$ cat src/rtl/throttle_pkg.sv
package throttle_pkg;

    // Tick generation: INC/MOD of the core clock rate
    localparam int TICK_INC = 477;
    localparam int TICK_MOD = 10000;
    localparam int ACC_W    = $clog2(TICK_MOD + TICK_INC);

    // Width of the legacy cycle count and the elapsed counter
    localparam int CNT_W    = 8;

    typedef enum logic {
        MODE_FAST   = 1'b0,
        MODE_COMPAT = 1'b1
    } thr_mode_e;

    typedef struct packed {
        logic [CNT_W-1:0] elapsed;
        logic [CNT_W-1:0] target;
    } thr_track_t;

    // Saturating increment of the elapsed counter
    function automatic logic [CNT_W-1:0] sat_inc(input logic [CNT_W-1:0] v);
        return (v == {CNT_W{1'b1}}) ? v : v + 1'b1;
    endfunction

endpackage

$ cat src/rtl/thr_tick_gen.sv
module thr_tick_gen
    import throttle_pkg::*;
#(
    parameter int INC = TICK_INC,
    parameter int MOD = TICK_MOD
) (
    input  logic clk,
    input  logic rst,
    output logic tick
);
    localparam int W = $clog2(MOD + INC);
    localparam logic [W-1:0] INC_W = W'(INC);
    localparam logic [W-1:0] MOD_W = W'(MOD);

    logic [W-1:0] acc_q;
    logic [W-1:0] sum;
    logic [W-1:0] acc_d;

    always_comb begin
        sum   = acc_q + INC_W;
        tick  = (sum >= MOD_W);
        acc_d = tick ? (sum - MOD_W) : sum;
    end

    always_ff @(posedge clk) begin
        if (rst) acc_q <= '0;
        else     acc_q <= acc_d;
    end

    AST_ACC_BELOW_MOD: assert property (@(posedge clk) disable iff (rst)
        acc_q < MOD_W);

    AST_TICK_SPACED: assert property (@(posedge clk) disable iff (rst)
        tick |=> !tick);

endmodule

$ cat src/rtl/thr_mode_latch.sv
module thr_mode_latch
    import throttle_pkg::*;
(
    input  logic      clk,
    input  logic      rst,
    input  logic      nmi_async,
    output logic      nmi_rise,
    output thr_mode_e mode
);
    logic s1_q, s2_q, s3_q;
    thr_mode_e mode_q;

    always_ff @(posedge clk) begin
        if (rst) begin
            s1_q <= 1'b0;
            s2_q <= 1'b0;
            s3_q <= 1'b0;
        end else begin
            s1_q <= nmi_async;
            s2_q <= s1_q;
            s3_q <= s2_q;
        end
    end

    assign nmi_rise = s2_q & ~s3_q;

    always_ff @(posedge clk) begin
        if (rst)           mode_q <= MODE_COMPAT;
        else if (nmi_rise) mode_q <= MODE_FAST;
    end

    assign mode = mode_q;

    AST_MODE_STICKY: assert property (@(posedge clk) disable iff (rst)
        (mode_q == MODE_FAST) |=> (mode_q == MODE_FAST));

endmodule

$ cat src/rtl/thr_wait_ctrl.sv
module thr_wait_ctrl
    import throttle_pkg::*;
(
    input  logic             clk,
    input  logic             rst,
    input  logic             tick,
    input  logic             compat,
    input  logic             clear,
    input  logic             inst_start,
    input  logic             inst_done,
    input  logic [CNT_W-1:0] inst_cycles,
    output logic             stall
);
    thr_track_t       trk_q, trk_d;
    logic             stall_q, stall_d;
    logic [CNT_W-1:0] eff;

    always_comb begin
        eff     = tick ? sat_inc(trk_q.elapsed) : trk_q.elapsed;
        trk_d   = trk_q;
        stall_d = stall_q;

        if (inst_start) trk_d.elapsed = '0;
        else            trk_d.elapsed = eff;

        if (inst_done) begin
            trk_d.target = inst_cycles;
            stall_d      = compat && !clear && (eff < inst_cycles);
        end else if (stall_q) begin
            if (!compat || clear)        stall_d = 1'b0;
            else if (eff >= trk_q.target) stall_d = 1'b0;
        end
    end

    always_ff @(posedge clk) begin
        if (rst) begin
            trk_q   <= '0;
            stall_q <= 1'b0;
        end else begin
            trk_q   <= trk_d;
            stall_q <= stall_d;
        end
    end

    assign stall = stall_q;

    AST_RELEASE_AT_TARGET: assert property (@(posedge clk) disable iff (rst)
        $fell(stall_q) |-> (trk_q.elapsed >= trk_q.target || !compat));

    AST_FAST_NO_STALL: assert property (@(posedge clk) disable iff (rst)
        !compat |=> !stall_q);

    AST_STALL_NEEDS_DONE: assert property (@(posedge clk) disable iff (rst)
        $rose(stall_q) |-> $past(inst_done));

    AST_CLEAR_RELEASES: assert property (@(posedge clk) disable iff (rst)
        clear |=> !stall_q);

endmodule

$ cat src/rtl/cycle_throttle.sv
module cycle_throttle
    import throttle_pkg::*;
(
    input  logic             clk,
    input  logic             rst,
    input  logic             nmi_in,
    input  logic             inst_start,
    input  logic             inst_done,
    input  logic [CNT_W-1:0] inst_cycles,
    output logic             stall,
    output logic             compat_on
);
    logic      tick;
    logic      nmi_rise;
    thr_mode_e mode;

    thr_tick_gen #(
        .INC (TICK_INC),
        .MOD (TICK_MOD)
    ) u_tick (
        .clk  (clk),
        .rst  (rst),
        .tick (tick)
    );

    thr_mode_latch u_mode (
        .clk       (clk),
        .rst       (rst),
        .nmi_async (nmi_in),
        .nmi_rise  (nmi_rise),
        .mode      (mode)
    );

    thr_wait_ctrl u_wait (
        .clk         (clk),
        .rst         (rst),
        .tick        (tick),
        .compat      (mode == MODE_COMPAT),
        .clear       (nmi_rise),
        .inst_start  (inst_start),
        .inst_done   (inst_done),
        .inst_cycles (inst_cycles),
        .stall       (stall)
    );

    assign compat_on = (mode == MODE_COMPAT);

endmodule

$ cat config.mk
export PLATFORM = sky130hd
export DESIGN_NAME = cycle_throttle
export DESIGN_NICKNAME = d
export VERILOG_FILES = /design/src/rtl/throttle_pkg.sv /design/src/rtl/thr_tick_gen.sv /design/src/rtl/thr_mode_latch.sv /design/src/rtl/thr_wait_ctrl.sv /design/src/rtl/cycle_throttle.sv
export SDC_FILE = /design/constraint.sdc
export NUM_CORES = 1
export LEC_CHECK = 0
export ABC_CLOCK_PERIOD_IN_PS = 9500
export BUFFER_PORTS_ARGS = -buffer_cell sky130_fd_sc_hd__buf_2
export CORE_MARGIN = 8
export CORE_UTILIZATION = 40
export DETAILED_ROUTE_END_ITERATION = 10
export PLACE_DENSITY_LB_ADDON = 0.2
export SKIP_LAST_GASP = 1
export SYNTH_ARGS = -nofsm -noshare
export SYNTH_HDL_FRONTEND = slang
export SYNTH_SLANG_ARGS = --single-unit
export TNS_END_PERCENT = 30
$ cat constraint.sdc
create_clock -name clk -period 9.5 [get_ports clk]
set_clock_uncertainty 0.1 [all_clocks]
set_input_delay 0 -clock clk [delete_from_list [all_inputs] [get_ports clk]]
set_output_delay 0 -clock clk [all_outputs]
set_load 0.02 [all_outputs]
* Yosys cells after proc, flatten, opt, wreduce, memory -nomap -nowiden
Index checks and enable logic that the tools add are counted.
** Word-level totals
- Bits in registers :: 35
- Latch bits :: 0
- Memory bits (writable) :: 0
- Bits in read-only memories :: 0
- Input port bits :: 13
- Output and inout bits :: 2
- Memories kept :: 0
** Cells by class
- $add $sub $neg :: 3
- Multiply operators :: 0
- Divide/modulo/power cells :: 0
- Order comparisons :: 3
- Equal/unequal tests :: 1
- Shifts and indexed selects :: 0
- Muxes and demuxes :: 7
- Bitwise operators :: 2
- Reductions and logical operators :: 6
** Operators with widths (number)
- $mux 8 :: 2
- $add 14x9->14 const B :: 1
- $ge 14x14->1 const B :: 1
- $mux 14 :: 1
- $sub 14x14->14 const B :: 1
- $add 8x1->8 const B :: 1
- $eq 8x8->1 const B :: 1
- $ge 8x8->1 :: 1
- $lt 8x8->1 :: 1
- $mux 1 :: 4
- $logic_and 1x1->1 :: 2
- $logic_not 1->1 :: 2
- $reduce_or 2->1 :: 1
- $and 1x1->1 :: 1
- $logic_or 1x1->1 :: 1
- $not 1->1 :: 1

* Logic depth before layout (Yosys ltp)
- Depth after elaboration :: 8
- Gate-level depth with buffers :: 20
- Gate-level depth less buffers :: 19

* Cells and area by module
A second synthesis with hierarchy kept.
** Second synthesis, totals
- Cells, all modules :: 275
- Area, all modules :: 2408.6 um^2
** Modules (own cells, without submodules)
- thr_wait_ctrl :: instances 1, cells an instance 129, area an instance 1164.9 um^2
- thr_tick_gen :: instances 1, cells an instance 136, area an instance 1116.1 um^2
- thr_mode_latch :: instances 1, cells an instance 10, area an instance 127.6 um^2

* Worst setup path after synthesis
OpenSTA, ideal clock, no wires.
- Path type :: register -> register
- Start :: register u_tick.acc_q[0]
- End :: register u_wait.stall_q, in the netlist u_wait.stall
- Setup time :: 58 ps
- Arrival :: 3809 ps
- Required time :: 9342 ps
- Setup slack :: 5533 ps
- Cell stages (with the launch flop) :: 21
- Period minus slack after synthesis :: 3967 ps
- Cell sequence :: dfxtp_1 > buf_2 > a2111oi_2 > nor2_1 > nor2_1 > inv_1 > ha_1 > and4b_1 > nand3_1 > and3b_4 > o2bb2ai_4 > a21oi_1 > nand2_1 > xnor2_1 > ha_1 > a21oi_1 > nor2b_1 > o21ai_0 > nand4b_1 > a2111oi_0 > a211o_1
** On the way
- Cells in the longest elaborated chain, start to end :: 8
- Elaborated cells between the ends (all ways) :: 10
** RTL lines
- start, declared :: RTL line thr_tick_gen.sv:15 : logic [W-1:0] acc_q;
- start signal, assigned :: RTL line thr_tick_gen.sv:26 : if (rst) acc_q <= '0;
- start signal, assigned :: RTL line thr_tick_gen.sv:27 : else acc_q <= acc_d;
- $add 14x9->14 * :: RTL line thr_tick_gen.sv:20 : sum = acc_q + INC_W;
- $ge 14x14->1 * :: RTL line thr_tick_gen.sv:21 : tick = (sum >= MOD_W);
- $mux 8 * :: RTL line thr_wait_ctrl.sv:19 : eff = tick ? sat_inc(trk_q.elapsed) : trk_q.elapsed;
- named net u_wait.eff[5] :: RTL line thr_wait_ctrl.sv:16 : logic [CNT_W-1:0] eff;
- $ge 8x8->1 :: RTL line thr_wait_ctrl.sv:31 : else if (eff >= trk_q.target) stall_d = 1'b0;
- $mux 1 :: RTL line thr_wait_ctrl.sv:31
- $mux 1 :: RTL line thr_wait_ctrl.sv:30 : if (!compat || clear) stall_d = 1'b0;
- $mux 1 :: RTL line thr_wait_ctrl.sv:29 : end else if (stall_q) begin
- $mux 1 * :: RTL line thr_wait_ctrl.sv:26 : if (inst_done) begin
- end signal, assigned :: RTL line thr_wait_ctrl.sv:41 : stall_q <= stall_d;
- end, declared :: RTL line thr_wait_ctrl.sv:15 : logic stall_q, stall_d;
Mark *: on every way through the listed nets, which the timed path passes. The rest lies on a longest branch.
A chain may end at the register's enable or synchronous reset.

* Final worst setup path
- Start :: register u_tick.acc_q[1]
- End :: register u_wait.stall_q, in the netlist u_wait.stall
The elaborated chain is that of the path after synthesis.

==> results.md <==
### Synthesis
• **count of mapped cells out of synthesis** 284
• **number of enable-type register cells in the synthesized netlist** 0
• **number of nets produced by synthesis** 317
• **cell types with the largest area share after synthesis** dfxtp_1 (29%), ha_1 (10%), xnor2_1 (5.1%)
• **post-synth top area cell** dfxtp_1
• **number of distinct library cells after synthesis** 55
• **area share of the leading cell type in the synthesized netlist** 0.293
• **flops & latches, synth** 35
• **main flop type after synthesis** dfxtp_1
• **portion of the post-synthesis area used by sequential elements** 0.293
• **share of flip-flops with an asynchronous set or reset after synthesis** 0
• **Mapped Avg Cell Area** 8.42 um^2
• **Ys Warns** 0
• **area of the mapped netlist** 2390 um^2

### Setup path
• **register-to-register setup slack** 4.96 ns
• **sort of element at the end of the critical path** flip-flop
• **critical path class** reg -> reg
• **worst setup path start** u_tick.acc_q[1]
• **CP Data Required Time** 9.65 ns
• **Crit Reg-Reg Startpoint** u_tick.acc_q[1]
• **Critical Path Sink** u_wait.stall
• **CP startpoint kind** flip-flop
• **arrival time reported for the critical path endpoint** 4.69 ns
• **top fanout value on the critical path** 13
• **end of the worst register-to-register path** u_wait.stall
• **logic depth of the worst register-to-register path** 19

### Outcome
• **run status** finished, final reports clean

### Global route
• **initial antenna violation count** 0
• **first-pass GRT wire length** 9190 um
• **pin count of the biggest net entering global routing** 30
• **overall fraction of global-route tracks in use** 0.131
• **via count of the first global-routing pass** 2013
• **total overflow reported by the global router** 0

### Layout
• **most common library cell in the layout ignoring fill and taps** dfxtp_1
• **Final #Nets** 336
• **Seq. cell area** 701 um^2
• **final instance count without filler cells** 379
• **diode count** 0
• **count of filler cells inserted in the layout** 587
• **combined area of the multi-input logic cells** 1540 um^2
• **growth of design area from synthesis to finish** 12.8%
• **leading cell types in the layout, fill and taps excluded** dfxtp_1 (35), nor2_1 (32), inv_1 (23)
• **fraction of final layout cells sized beyond drive strength 1** 0.122

### Power
• **fraction of power consumed by the clock network** 0.264
• **PD cells** 178 nW/um^2
• **fraction of power consumed by sequential logic** 0.406
• **internal power summed over all cells** 300 uW
• **sw power** 180 uW
• **Leak** 1.11 nW
• **switching fraction of total power** 0.374
• **part of the power in combinational logic** 0.330
• **IR Drop Worst-Case VDD** 0.0692 mV

### STA
• **tightest slew margin relative to the limit** 0.632
• **final critical-path setup slack** 4.96 ns
• **Final setup violation count** 0
• **Fin. Hold Viols** 0
• **actual slew at the worst max-slew pin** 0.551 ns
• **max-slew violation count** 0
• **fraction of the cycle the final worst path needs** 0.478
• **final setup TNS** 0 ns
• **shortest clock period the worst path allows after layout** 4.54 ns
• **final hold slack** 0.0514 ns
• **RSZ-0062 raised after global routing** no
• **maximum achievable frequency** 220 MHz

### Detailed routing
• **post-detailed-route wirelength per cell** 13.9 um
• **count of unresolved DRC violations after routing** 0
• **detailed-route via count** 1993
• **Via-to-Cell Ratio** 5.26
• **starting DRC count in detailed routing** 91
• **post-detailed-route count of antenna-violating nets** 0
• **count of TritonRoute iterations in the first routing pass** 4
• **total wire length after detailed routing** 5280 um

### CTS
• **number of buffers added by the clock tree synthesis step** 5
• **clock transition at the registers of the reported paths** 0.08 ns
• **Clk Latency, worst-skew pair** 0.30 ns
• **clock net sink count** 35
• **# Post-CTS Setup Buffers** 0
• **Clock Tree Root** clkbuf_8
• **number of gates resized after cts** 0
• **CTS Hold Buffers Added** 10
• **clock tree buffer depth** 2
• **CTS tree** yes
• **maximum level of the CTS H-tree** 2

### Placed design
• **gp weighted congestion** 0.838
• **worst slack at placement** 5.01 ns
• **number of port buffers** 14
• **post-placement cell count** 361
• **post-detail-place hpwl** 3940 um

### Floorplanning
• **chip width** 93.3 um
• **Site Rows** 28
• **Core Area** 5850 um^2
• **Ports** 15
• **die outline area** 8710 um^2
• **initial core utilization** 0.409
• **vertical extent of the die** 93.3 um

### Job
• **number of maximum-capacitance constraint violations** 0

### Hold path
• **type of the most critical hold path** in -> reg

-- cell type report --
| type | count | area share |
|---|---|---|
| well taps | 75 | 0.0348 |
| inverters | 23 | 0.0320 |
| flip-flops and latches | 35 | 0.260 |
| clock inverters | 1 | 0.00278 |
| repair buffers | 25 | 0.0659 |
| multi-input cells | 213 | 0.569 |
| clock buffers | 7 | 0.0357 |
-- how the worst min path moves through the flow --
stage / from / endpoint / slack, ns / cells past startpoint
after CTS: inst_done / u_wait.trk_q[0] / 0.05 / 3
final: inst_done / u_wait.trk_q[0] / 0.05 / 3
after detailed placement: nmi_in / u_mode.s1_q / 0.12 / 2
after global placement: nmi_in / u_mode.s1_q / 0.11 / 2
after global routing: inst_done / u_wait.trk_q[4] / 0.06 / 3
after floorplan: nmi_in / u_mode.s1_q / 0.03 / 1
-- synth_stat cells, types with 2 or more instances --
master and instances:
o31ai_1 2, a21oi_2 2, xnor2_1 14, and4b_1 2, a41oi_1 2, a211oi_1 8, a21bo_2 2, or3_1 2
a211o_1 2, o22ai_1 2, dfxtp_1 35, mux2i_1 10, ha_1 20, xor2_1 6, and4_1 2, mux2_4 2
nand2b_1 3, nand2_1 18, buf_2 2, buf_6 2, nand3_1 11, a2111oi_2 2, inv_1 23, clkbuf_1 7
nor3_1 5, and3_1 2, nor2b_1 9, a31oi_1 3, o21ai_0 7, nand4b_1 2, a21oi_1 15, nor2_1 32
and2_1 6
-- per-layer routing --
| layer | track usage | part of all wire |
|---|---|---|
| met1 | 0.144 | 0.45 |
| met2 | 0.233 | 0.50 |
| met3 | 0.0313 | 0.029 |
| met4 | 0.0577 | 0.017 |
| met5 | 0 | 0 |
-- kinds of logic after synthesis --
| family | count (synthesis) | share of synthesized area |
|---|---|---|
| flip-flops | 35 | 0.293 |
| multiplexers | 12 | 0.0544 |
| buffers and inverters | 36 | 0.0654 |
| AO/OA/AOI/OAI | 60 | 0.190 |
| adder cells (fa/ha/maj) | 20 | 0.105 |
| AND/OR/NAND/NOR | 101 | 0.219 |
| XOR/XNOR | 20 | 0.0732 |
-- registers in the layout (all words and copies together), names as in the netlist --
register      count
u_mode.s3_q       1
u_wait.trk_q     16
u_tick.acc_q     14
u_mode.s2_q       1
u_mode.mode       1
u_mode.s1_q       1
u_wait.stall      1
-- stage by stage --
| step | util | power (mW) | cell area (um^2) |
|---|---|---|---|
| after floorplan | - | 0.320 | 2390 |
| after global placement | 0.426 | 0.350 | 2490 |
| after detailed placement | 0.426 | 0.352 | 2490 |
| after CTS | 0.461 | 0.483 | 2700 |
| after global routing | 0.461 | 0.511 | 2700 |
| final | 0.461 | 0.480 | 2700 |
-- critical path, cell delays in order (launching register included) --
cell       delay (ns)
dfxtp_1          0.40
a2111oi_2        0.61
nor2_1           0.13
nor2_1           0.19
inv_1            0.09
ha_1             0.22
and4b_1          0.20
nand3_1          0.08
and3b_4          0.22
o2bb2ai_4        0.13
a21oi_1          0.32
nand2_1          0.16
xnor2_1          0.25
ha_1             0.29
a21oi_1          0.14
nor2b_1          0.05
o21ai_0          0.16
nand4b_1         0.14
a2111oi_0        0.41
a211o_1          0.18
-- power by group through the flow --
stage | Clock (mW) | Sequential, mW | Combinational, mW
global route | 0.135 | 0.199 | 0.177
detailed placement | 0 | 0.198 | 0.154
global placement | 0 | 0.198 | 0.152
CTS | 0.131 | 0.195 | 0.158
floorplan | 0 | 0.178 | 0.142
finish | 0.127 | 0.195 | 0.158
Power figures use the tool's default switching activity.
